==> src/rtl/span_timer_pkg.sv <==
package span_timer_pkg;
   typedef enum logic [1:0] {
      ST_IDLE = 2'd0,
      ST_RUN  = 2'd1,
      ST_HELD = 2'd2
   } span_state_e;
endpackage

==> src/rtl/span_event_sel.sv <==
module span_event_sel (
   input  logic mode,
   input  logic ev_hit,
   input  logic ev_peak,
   input  logic ev_read,
   output logic start_ev,
   output logic stop_ev
);
   always_comb begin
      if (mode) begin
         start_ev = ev_peak;
         stop_ev  = ev_read;
      end else begin
         start_ev = ev_hit;
         stop_ev  = ev_peak;
      end
   end
endmodule

==> src/rtl/span_prescale.sv <==
module span_prescale #(
   parameter int SCALE_W = 2
) (
   input  logic                                 clk,
   input  logic                                 rst_n,
   input  logic                                 restart,
   input  logic                                 run,
   input  logic [((SCALE_W > 0) ? SCALE_W : 1)-1:0] scale,
   output logic                                 tick
);
   localparam int SEL_W = (SCALE_W > 0) ? SCALE_W : 1;
   localparam int PRE_W = ((1 << SCALE_W) - 1 > 0) ? (1 << SCALE_W) - 1 : 1;

   generate
      if (SCALE_W == 0) begin : g_direct
         logic unused_w;
         assign unused_w = &{1'b0, clk, rst_n, restart, scale};
         assign tick = run;
      end else begin : g_divided
         logic [PRE_W-1:0] pre_q;
         logic [PRE_W-1:0] mask;

         always_comb begin
            for (int i = 0; i < PRE_W; i++) begin
               mask[i] = (32'(i) < 32'(scale));
            end
         end

         assign tick = run && (pre_q == mask);

         always_ff @(posedge clk or negedge rst_n) begin
            if (!rst_n) begin
               pre_q <= '0;
            end else if (restart) begin
               pre_q <= '0;
            end else if (run) begin
               if (tick) pre_q <= '0;
               else      pre_q <= pre_q + 1'b1;
            end
         end

         if (SEL_W > 5) begin : g_bad_sel
            $error("span_prescale: SCALE_W too large");
         end
      end
   endgenerate
endmodule

==> src/rtl/span_count.sv <==
module span_count #(
   parameter int CNT_W = 12
) (
   input  logic             clk,
   input  logic             rst_n,
   input  logic             clear,
   input  logic             inc,
   input  logic [CNT_W-1:0] limit,
   output logic [CNT_W-1:0] count,
   output logic             reject
);
   localparam logic [CNT_W-1:0] CNT_MAX = {CNT_W{1'b1}};

   logic [CNT_W-1:0] cnt_q;
   logic [CNT_W-1:0] cnt_nxt;
   logic             rej_q;

   assign cnt_nxt = (cnt_q == CNT_MAX) ? cnt_q : cnt_q + 1'b1;

   always_ff @(posedge clk or negedge rst_n) begin
      if (!rst_n) begin
         cnt_q <= '0;
         rej_q <= 1'b0;
      end else if (clear) begin
         cnt_q <= '0;
         rej_q <= 1'b0;
      end else if (inc) begin
         cnt_q <= cnt_nxt;
         if (cnt_nxt > limit) rej_q <= 1'b1;
      end
   end

   assign count  = cnt_q;
   assign reject = rej_q;
endmodule

==> src/rtl/span_timer.sv <==
module span_timer
   import span_timer_pkg::*;
#(
   parameter int CNT_W   = 12,
   parameter int SCALE_W = 2
) (
   input  logic                                 clk,
   input  logic                                 rst_n,
   input  logic                                 clr,
   input  logic                                 mode,
   input  logic [((SCALE_W > 0) ? SCALE_W : 1)-1:0] scale,
   input  logic [CNT_W-1:0]                     limit,
   input  logic                                 ev_hit,
   input  logic                                 ev_peak,
   input  logic                                 ev_read,
   output logic [CNT_W-1:0]                     count,
   output logic                                 done,
   output logic                                 reject
);
   generate
      if (CNT_W < 2 || CNT_W > 32) begin : g_bad_width
         $error("span_timer: CNT_W must lie in 2..32");
      end
      if (SCALE_W < 0 || SCALE_W > 4) begin : g_bad_scale
         $error("span_timer: SCALE_W must lie in 0..4");
      end
   endgenerate

   span_state_e st_q;
   logic        start_w;
   logic        stop_w;
   logic        tick_w;
   logic        run_w;
   logic        open_w;

   span_event_sel u_sel (
      .mode     (mode),
      .ev_hit   (ev_hit),
      .ev_peak  (ev_peak),
      .ev_read  (ev_read),
      .start_ev (start_w),
      .stop_ev  (stop_w)
   );

   assign run_w  = (st_q == ST_RUN);
   assign open_w = (st_q == ST_IDLE) && start_w;

   span_prescale #(.SCALE_W(SCALE_W)) u_pre (
      .clk     (clk),
      .rst_n   (rst_n),
      .restart (!run_w || clr),
      .run     (run_w),
      .scale   (scale),
      .tick    (tick_w)
   );

   span_count #(.CNT_W(CNT_W)) u_cnt (
      .clk    (clk),
      .rst_n  (rst_n),
      .clear  (clr || open_w),
      .inc    (tick_w),
      .limit  (limit),
      .count  (count),
      .reject (reject)
   );

   always_ff @(posedge clk or negedge rst_n) begin
      if (!rst_n) begin
         st_q <= ST_IDLE;
      end else if (clr) begin
         st_q <= ST_IDLE;
      end else begin
         unique case (st_q)
            ST_IDLE: if (start_w) st_q <= ST_RUN;
            ST_RUN:  if (stop_w)  st_q <= ST_HELD;
            ST_HELD: st_q <= ST_HELD;
            default: st_q <= ST_IDLE;
         endcase
      end
   end

   assign done = (st_q == ST_HELD);
endmodule

==> config.mk <==
export PLATFORM = sky130hd
export DESIGN_NAME = span_timer
export DESIGN_NICKNAME = d
export VERILOG_FILES = /design/src/rtl/span_timer_pkg.sv /design/src/rtl/span_event_sel.sv /design/src/rtl/span_prescale.sv /design/src/rtl/span_count.sv /design/src/rtl/span_timer.sv
export SDC_FILE = /design/constraint.sdc
export NUM_CORES = 1
export LEC_CHECK = 0
export CAP_MARGIN = 5
export CORE_MARGIN = 2
export CORE_UTILIZATION = 45
export CTS_CLUSTER_SIZE = 16
export DETAILED_ROUTE_END_ITERATION = 6
export PLACE_DENSITY = 0.76
export SLEW_MARGIN = 20
export SYNTH_ARGS = -nofsm -noshare
export SYNTH_HDL_FRONTEND = slang
export SYNTH_SLANG_ARGS = --single-unit
==> constraint.sdc <==
create_clock -name clk -period 2.44 [get_ports clk]
set_input_delay 0.61 -clock clk [delete_from_list [all_inputs] [get_ports clk]]
set_output_delay 0.61 -clock clk [all_outputs]
set_load 0.05 [all_outputs]
==> implementation parameters, run 1 <==
Parameter                              Value

Logic synthesis
  Number of instances in the synthesized netlist ... 171
  Library cell with the largest summed area after synthesis ... sky130_fd_sc_hd__dfrtp_1
  Fraction of the yosys area taken by sequential cells ... 0.303
  Synthesized-area fraction occupied by ao, oa, aoi and oai cells ... 0.214
  Mapped cell area ... 0.00149 mm²
  Mean post-synth cell area ... 8.71 µm²
  Share of flip-flops with an asynchronous set or reset after synthesis ... 1.00
  Number of distinct library cells after synthesis ... between 40 and 50
  Combinational family with the most area after synthesis ... simple AND/OR/NAND/NOR gates
  Synth warnings ... 0
  Area share of and/or/nand/nor cells after synthesis ... 0.226
  Ranking of synthesized cells by area ... sky130_fd_sc_hd__dfrtp_1 (30%), sky130_fd_sc_hd__ha_1 (14%), sky130_fd_sc_hd__a21oi_1 (5.7%), sky130_fd_sc_hd__nand2_1 (4.8%), sky130_fd_sc_hd__inv_1 (3.5%)
  Post-synth top flop ... sky130_fd_sc_hd__dfrtp_1
  Fraction of post-synthesis cell area in the top cell type by area ... 0.303
  EDFF count, synth ... 0
  Number of register bits inferred by synthesis ... 18
  Net count after synthesis ... 209
  Synth Area in XOR/XNOR ... 0.0412
  Adder-cell share of the synthesized area ... 0.143
  Portion of netlist area occupied by mux cells ... 0.0286

Placed design
  Area post-placement ... 0.00211 mm²
  DP Wirelength ... between 3000 and 4000 µm
  Worst setup timing slack at the placement stage ... -149 ps
  Inst Count DP ... 271
  GPL Wtd Cong ... 0.880
  # port buffers ... 34

Critical path
  Kind of end point of the critical path ... flip-flop
  Capture point of the worst reg-to-reg path ... u_cnt.reject
  Startpoint type of the worst setup path ... flip-flop
  Critical path peak fanout ... 5
  Worst endpoint data arrival time ... 2720 ps
  Required time of the critical path ... ~2700 ps
  Critical R2R Launch ... u_cnt.count[0]
  CP Class ... reg -> reg
  Cell count of the worst reg-to-reg path ... 11
  Worst reg2reg setup slack ... -50 ps

Power and ir drop
  Overall Power ... slightly below 0.0008 W
  Leakage power figure ... 1.06 nW
  Peak supply drop ... 308 µV
  Total power divided by cell area ... 340 mW/mm²

Final layout
  Filler Cell Count ... 230
  Area taken by flip-flops and latches ... 462 µm²
  Final instance count without filler cells ... 282
  Layout overhead on the synthesized area ... 56.2%
  Fin area ... 0.00233 mm²
  Antenna diode count ... 0
  Fraction of layout instances using a drive strength above 1 ... 0.290
  Area of the multi-input gates ... 0.00112 mm²
  Count of nets after finishing ... 277
  Commonest non-fill, non-tap cell in the layout ... sky130_fd_sc_hd__clkdlybuf4s50_1
  Most used cells in the layout excluding fill and tap cells ... sky130_fd_sc_hd__clkdlybuf4s50_1 (34), sky130_fd_sc_hd__buf_4 (28), sky130_fd_sc_hd__nand2_1 (18), sky130_fd_sc_hd__a21oi_1 (17), sky130_fd_sc_hd__inv_1 (14)

Job
  Maximum Capacitance Violations ... 0

Global routing
  Congestion Overflow GR ... 0
  Initial antenna violation count ... 0
  Gr usage total ... 0.230
  Global-route wire length before repair ... around 6500 µm
  Largest net degree at the start of global routing ... 19
  Number of global-route vias before repair ... 1497

STA
  Relative slew slack ... 0.656
  Fin crit share ... 1.02
  Highest attainable clock frequency ... roughly 400 MHz
  Count of final max-slew check failures ... 0
  Setup TNS after final layout ... -53.0 ps
  Post-route setup slack ... -53.0 ps
  RSZ-0062 raised after global routing ... yes
  Transition time at the pin with the least slew margin ... just over 500 ps
  Count of final hold-check violations ... 0
  Endpoints failing setup ... 1
  Min Clock Period, post-route ... 2490 ps
  Worst Clk Skew ... 3.76 ps

Clock network
  TritonCTS Buffers ... 3
  Maximum count of clock buffers along a single path ... 2
  CTS tree ... yes
  Number of sinks on the clock net ... 18
  Root buf cell ... sky130_fd_sc_hd__clkbuf_4
  Post-CTS clock slew at the launch and capture registers of the worst setup and hold paths ... 110 ps
  H-tree level count ... 1
  Clock insertion delay at the later pin of the skew report ... 310 ps

Die
  I/O pins ... 35
  Width of the die ... 61.5 µm
  Die H ... 61.5 µm
  Initial core utilization ... 0.480
  Placeable core region ... 0.00310 mm²
  Number of core rows ... 20
  Die ar. ... 0.00378 mm²

Drt
  Drt first pass iters ... 4
  Vias after detailed routing ... 1652
  Residual DRC ... 0
  Wire length reported by the detailed router ... 4500 µm
  Starting DRT DRC Count ... 132
  Average wire per cell in the routed design ... about 16 µm
  Antenna-violating nets left ... 0
  Mean number of vias per cell ... ~6

Hold path
  Hold-critical path endpoint ... u_pre.g_divided.pre_q[0]
  Hold path start ... u_pre.g_divided.pre_q[0]
  Worst Hold Depth ... 1
  Class of the worst hold path ... reg -> reg

Run status
  Outcome ... complete, but fails checks
  Failing checks ... setup timing
-- per-layer routing --
layer,share of wire,GRT usage,vias to the layer above
met3,0.081,0.0504,13
met5,0,0,-
met1,0.38,0.293,792
li1,-,-,768
met4,0.026,0.0547,0
met2,0.52,0.395,79
-- stage by stage --
stage | hold WS, ps | utilization
after floorplan | 314 | -
after global placement | 525 | 0.679
after detailed placement | 530 | 0.679
after CTS | 555 | 0.699
after global routing | 574 | 0.750
final | 552 | 0.750
-- worst max-delay path, cell delays in order, from the launching register on --
cell	delay [ps]
sky130_fd_sc_hd__dfrtp_2	420
sky130_fd_sc_hd__ha_4	150
sky130_fd_sc_hd__and4_4	250
sky130_fd_sc_hd__buf_6	120
sky130_fd_sc_hd__nand4_1	120
sky130_fd_sc_hd__mux2_4	350
sky130_fd_sc_hd__ha_4	260
sky130_fd_sc_hd__nand4_1	120
sky130_fd_sc_hd__o211ai_1	140
sky130_fd_sc_hd__o31a_1	180
sky130_fd_sc_hd__o41ai_2	70
sky130_fd_sc_hd__o31ai_1	230
-- layout make-up --
cell class                      count  area share
Multi-Input combinational cell    136       0.484
Timing Repair Buffer               66       0.256
Sequential cell                    18       0.198
Tap cell                           44      0.0237
Inverter                           14      0.0226
Clock buffer                        4      0.0156
-- state kept, by name, summed over array words and instances (netlist names) --
| signal | flops |
|---|---|
| u_cnt.count | 12 |
| u_pre.g_divided.pre_q | 3 |
| st_q | 2 |
| u_cnt.reject | 1 |
-- worst max-delay path by stage --
stage                         from      endpoint  cells past startpoint
floorplan           u_cnt.count[0]  u_cnt.reject                     12
global placement    u_cnt.count[0]  u_cnt.reject                     11
detailed placement  u_cnt.count[0]  u_cnt.reject                     11
CTS                 u_cnt.count[0]  u_cnt.reject                     11
global route        u_cnt.count[0]  u_cnt.reject                     11
finish              u_cnt.count[0]  u_cnt.reject                     11
-- synthesized netlist by cell type (2+ instances only) --
cell	n
sky130_fd_sc_hd__a211oi_1	2
sky130_fd_sc_hd__a21oi_1	17
sky130_fd_sc_hd__a311oi_1	4
sky130_fd_sc_hd__a31oi_1	3
sky130_fd_sc_hd__and3_1	3
sky130_fd_sc_hd__and4_1	3
sky130_fd_sc_hd__buf_2	2
sky130_fd_sc_hd__dfrtp_1	18
sky130_fd_sc_hd__ha_1	17
sky130_fd_sc_hd__inv_1	14
sky130_fd_sc_hd__mux2_2	2
sky130_fd_sc_hd__mux2i_1	2
sky130_fd_sc_hd__nand2_1	19
sky130_fd_sc_hd__nand3_1	5
sky130_fd_sc_hd__nand4_1	4
sky130_fd_sc_hd__nor2_1	10
sky130_fd_sc_hd__nor2b_1	4
sky130_fd_sc_hd__o211ai_1	4
sky130_fd_sc_hd__o21ai_0	7
sky130_fd_sc_hd__o31a_1	3
sky130_fd_sc_hd__or3_1	2
sky130_fd_sc_hd__xnor2_1	5
sky130_fd_sc_hd__xor2_1	2
-- power by group --
group | internal [W] | total [W] | switching (W)
combinational | 0.000119 | 0.000271 | 0.000152
sequential | 0.000313 | 0.000327 | 0.0000139
clock | 0.0000912 | 0.000193 | 0.000102
total | 0.000523 | 0.000791 | 0.000268
-- what timing repair did --
item,4_1_cts,5_1_grt
pin swaps,3,13
hold buffers,0,0
gates resized for setup,5,18
endpoints found under the setup margin,1,1
gates cloned,0,0
buffers inserted,2,5
-- logic make-up (layout without fill, tap and decap cells) --
kind of cell,count (synthesis),after routing
adder cells (fa/ha/maj),17,17
AND/OR/NAND/NOR,60,60
buffers and inverters,17,84
multiplexers,4,4
flip-flops,18,18
AO/OA/AOI/OAI,48,48
XOR/XNOR,7,7
Note: power is estimated with default switching activity, not from simulation.
==> run 2, diff against run 1 <==
--- a/config.mk
+++ b/config.mk
@@ -11,7 +11,7 @@
 export CTS_CLUSTER_SIZE = 16
 export DETAILED_ROUTE_END_ITERATION = 6
 export PLACE_DENSITY = 0.76
-export SLEW_MARGIN = 20
+export SLEW_MARGIN = 30
 export SYNTH_ARGS = -nofsm -noshare
 export SYNTH_HDL_FRONTEND = slang
 export SYNTH_SLANG_ARGS = --single-unit
==> results of run 2 <==
No change in the layout: final DEF, timing and power equal those of run 1.
==> run 3, diff against run 2 <==
--- a/config.mk
+++ b/config.mk
@@ -10,8 +10,11 @@
 export CORE_UTILIZATION = 45
 export CTS_CLUSTER_SIZE = 16
 export DETAILED_ROUTE_END_ITERATION = 6
+export GPL_ROUTABILITY_DRIVEN = 0
+export GPL_TIMING_DRIVEN = 0
 export PLACE_DENSITY = 0.76
 export SLEW_MARGIN = 30
 export SYNTH_ARGS = -nofsm -noshare
 export SYNTH_HDL_FRONTEND = slang
 export SYNTH_SLANG_ARGS = --single-unit
+export TNS_END_PERCENT = 30
==> run 3 against run 2 <==
Effect of this change:
- the flow still finishes with violations (setup timing)
- worst hold slack lost 40 ps
- register-to-register slack lost 230 ps
- clock skew grew 5.8 ps
- cell count shrank 8.5%
- clock-buffer cell count is the same
- global-route usage grew 0.46 points
- flip-flop and latch count is the same
==> implementation parameters, run 3 (synthesis results as in run 1) <==
Parameter                              Value

Run status
  Outcome ... complete, but fails checks (unchanged)
  Failing checks ... setup timing (unchanged)

Final layout
  Antenna diode count ... 0 (unchanged)
  Fraction of layout instances using a drive strength above 1 ... 0.173 (was 0.290)
  Commonest non-fill, non-tap cell in the layout ... sky130_fd_sc_hd__clkdlybuf4s50_1 (unchanged)
  Count of nets after finishing ... 253 (was 277)
  Layout overhead on the synthesized area ... 38.7% (was 56.2%)
  Flip-flop count of the largest register, all copies and words added ... 12 (unchanged)
  Most used cells in the layout excluding fill and tap cells ... sky130_fd_sc_hd__clkdlybuf4s50_1 (33), sky130_fd_sc_hd__nand2_1 (18), sky130_fd_sc_hd__a21oi_1 (16), sky130_fd_sc_hd__ha_1 (15), sky130_fd_sc_hd__inv_1 (14) (was sky130_fd_sc_hd__clkdlybuf4s50_1 (34), sky130_fd_sc_hd__buf_4 (28), sky130_fd_sc_hd__nand2_1 (18), sky130_fd_sc_hd__a21oi_1 (17), sky130_fd_sc_hd__inv_1 (14))
  Utilization of the core after routing ... 0.665 (was 0.750)

Clock network
  Post-CTS clock slew at the launch and capture registers of the worst setup and hold paths ... 120 ps (was 110 ps)
  Maximum count of clock buffers along a single path ... 2 (unchanged)
  Number of sinks on the clock net ... 18 (unchanged)
  Root buf cell ... sky130_fd_sc_hd__clkbuf_4 (unchanged)
  TritonCTS Buffers ... 3 (unchanged)
  CTS tree ... yes (unchanged)
  CTS hold repair buffers ... 0 (unchanged)
  H-tree level count ... 1 (unchanged)
  Clock insertion delay at the later pin of the skew report ... 300 ps (was 310 ps)

Die
  Initial core utilization ... 0.480 (unchanged)
  Die H ... 61.5 µm (unchanged)
  I/O pins ... 35 (unchanged)
  Die ar. ... 0.00378 mm² (unchanged)
  Number of core rows ... 20 (unchanged)
  Width of the die ... 61.5 µm (unchanged)
  Placeable core region ... 0.00310 mm² (unchanged)

Critical path
  Path length in cells of the critical path ... 12 (was 11)
  Most common cell on crit path ... sky130_fd_sc_hd__nor2_1
  Total buffers and inverters traversed by the critical path ... 1 (unchanged)
  CP Class ... reg -> reg (unchanged)
  Startpoint type of the worst setup path ... flip-flop (unchanged)
  Critical path peak fanout ... 8 (was 5)
  Crit-path slowest cell ... sky130_fd_sc_hd__dfrtp_2 (unchanged)
  Required time of the critical path ... 2610 ps (was 2660 ps)
  Cell count of the worst reg-to-reg path ... 12 (was 11)
  Top Family by Delay on Critical Path ... compound AO/OA/AOI/OAI gates (unchanged)
  Worst endpoint data arrival time ... 2900 ps (was 2720 ps)
  Kind of end point of the critical path ... flip-flop (unchanged)
  Delay of the slowest cell on the worst path ... 450 ps (was 420 ps)
  Critical-path cell list ... ha_4 -> and4_4 -> buf_8 -> nand3_4 -> nor3_4 -> nor2_1 -> xor2_1 -> ha_1 -> a211oi_2 -> nor2_1 -> o41ai_2 -> o31ai_1 (was ha_4 -> and4_4 -> buf_6 -> nand4_1 -> mux2_4 -> ha_4 -> nand4_1 -> o211ai_1 -> o31a_1 -> o41ai_2 -> o31ai_1)

STA
  Count of final max-slew check failures ... 0 (unchanged)
  Post-route setup slack ... -284 ps (was -53.0 ps)
  Endpoints failing setup ... 1 (unchanged)
  RSZ-0062 raised after global routing ... yes (unchanged)
  Count of final hold-check violations ... 0 (unchanged)
  Min Clock Period, post-route ... 2720 ps (was 2490 ps)
  Transition time at the pin with the least slew margin ... 850 ps (was 514 ps)
  Highest attainable clock frequency ... 367 MHz (was 401 MHz)
  Relative slew slack ... 0.431 (was 0.656)
  Fin crit share ... 1.12 (was 1.02)
  Worst Clk Skew ... 9.51 ps (was 3.76 ps)

Drt
  Mean number of vias per cell ... 5.85 (was 5.86)
  Vias after detailed routing ... 1510 (was 1652)
  Starting DRT DRC Count ... 103 (was 132)
  Average wire per cell in the routed design ... 15.0 µm (was 16.0 µm)
  Wire length reported by the detailed router ... 3870 µm (was 4500 µm)
  Antenna-violating nets left ... 0 (unchanged)
  Drt first pass iters ... 4 (unchanged)
  Residual DRC ... 0 (unchanged)

Global routing
  Largest net degree at the start of global routing ... 19 (unchanged)
  Global-route wire length before repair ... 6590 µm (was 6530 µm)
  Number of global-route vias before repair ... 1420 (was 1497)
  Initial antenna violation count ... 0 (unchanged)
  Most used routing layer in global routing ... met2 (unchanged)
  M2 GR Usage ... 0.400 (was 0.395)
  Gr usage total ... 0.234 (was 0.230)
  Congestion Overflow GR ... 0 (unchanged)
  Routing usage on met1 ... 0.300 (was 0.293)
  Met3 Use GR ... 0.0504 (unchanged)

Placed design
  DP Wirelength ... 2950 µm (was 3150 µm)
  Worst setup timing slack at the placement stage ... -514 ps (was -149 ps)
  # port buffers ... 34 (unchanged)

Hold path
  Class of the worst hold path ... reg -> reg (unchanged)
  Worst Hold Depth ... 2 (was 1)

Power and ir drop
  Peak supply drop ... 313 µV (was 308 µV)
  Total power divided by cell area ... 370 mW/mm² (was 340 mW/mm²)
  Leakage power figure ... 0.944 nW (was 1.06 nW)
  Overall Power ... 0.000765 W (was 0.000791 W)

Job
  Maximum Capacitance Violations ... 0 (unchanged)
run 3: final cells by class:
class,instances,area [µm²]
Buffer,3,23.8
Inverter,14,52.6
Timing Repair Buffer,39,380
Sequential cell,18,462
Clock buffer,4,36.3
Tap cell,44,55.1
Fill cell,262,1040
Multi-Input combinational cell,136,1050
run 3: path summary, 6_finish.rpt:
path	from	to	slack (ps)
setup / recovery	u_cnt.count[0]	u_cnt.reject	-280
hold / removal	u_cnt.reject	u_cnt.reject	510
setup reg to reg	u_cnt.count[0]	u_cnt.reject	-280
hold reg to reg	u_cnt.reject	u_cnt.reject	510
max in group asynchronous	rst_n	u_cnt.count[8]	1070
min in group asynchronous	rst_n	st_q[1]	770
run 3: routing by layer:
metal,up-vias,share of wire
met1,723,0.41
li1,720,-
met5,-,0
met2,57,0.52
met3,10,0.054
met4,0,0.016
run 3: metrics by stage:
stage / setup TNS (ps) / instance area, µm² / std cells / hold WS (ps)
after global routing: -393 / 2060 / 258 / 554
after global placement: -625 / 1940 / 249 / 481
after floorplan: -242 / 1540 / 171 / 314
after detailed placement: -955 / 1940 / 249 / 501
after CTS: -248 / 2030 / 257 / 524
final: -284 / 2060 / 258 / 511
run 3: what timing repair did:
action	CTS	global route
setup endpoints to repair	1	2
pin swaps	5	1
cloned	0	0
resized for setup	3	6
setup buffers	4	1
run 3: tightest hold or removal path, cell delays in order (launching register included):
cell	delay, ps
sky130_fd_sc_hd__dfrtp_1	360
sky130_fd_sc_hd__nand2_1	50
sky130_fd_sc_hd__o31ai_1	70
run 3: report_power, final:
group,switching [W],internal (W)
clock,0.000102,0.0000911
sequential,0.0000151,0.000313
combinational,0.000139,0.000105
total,0.000255,0.000509
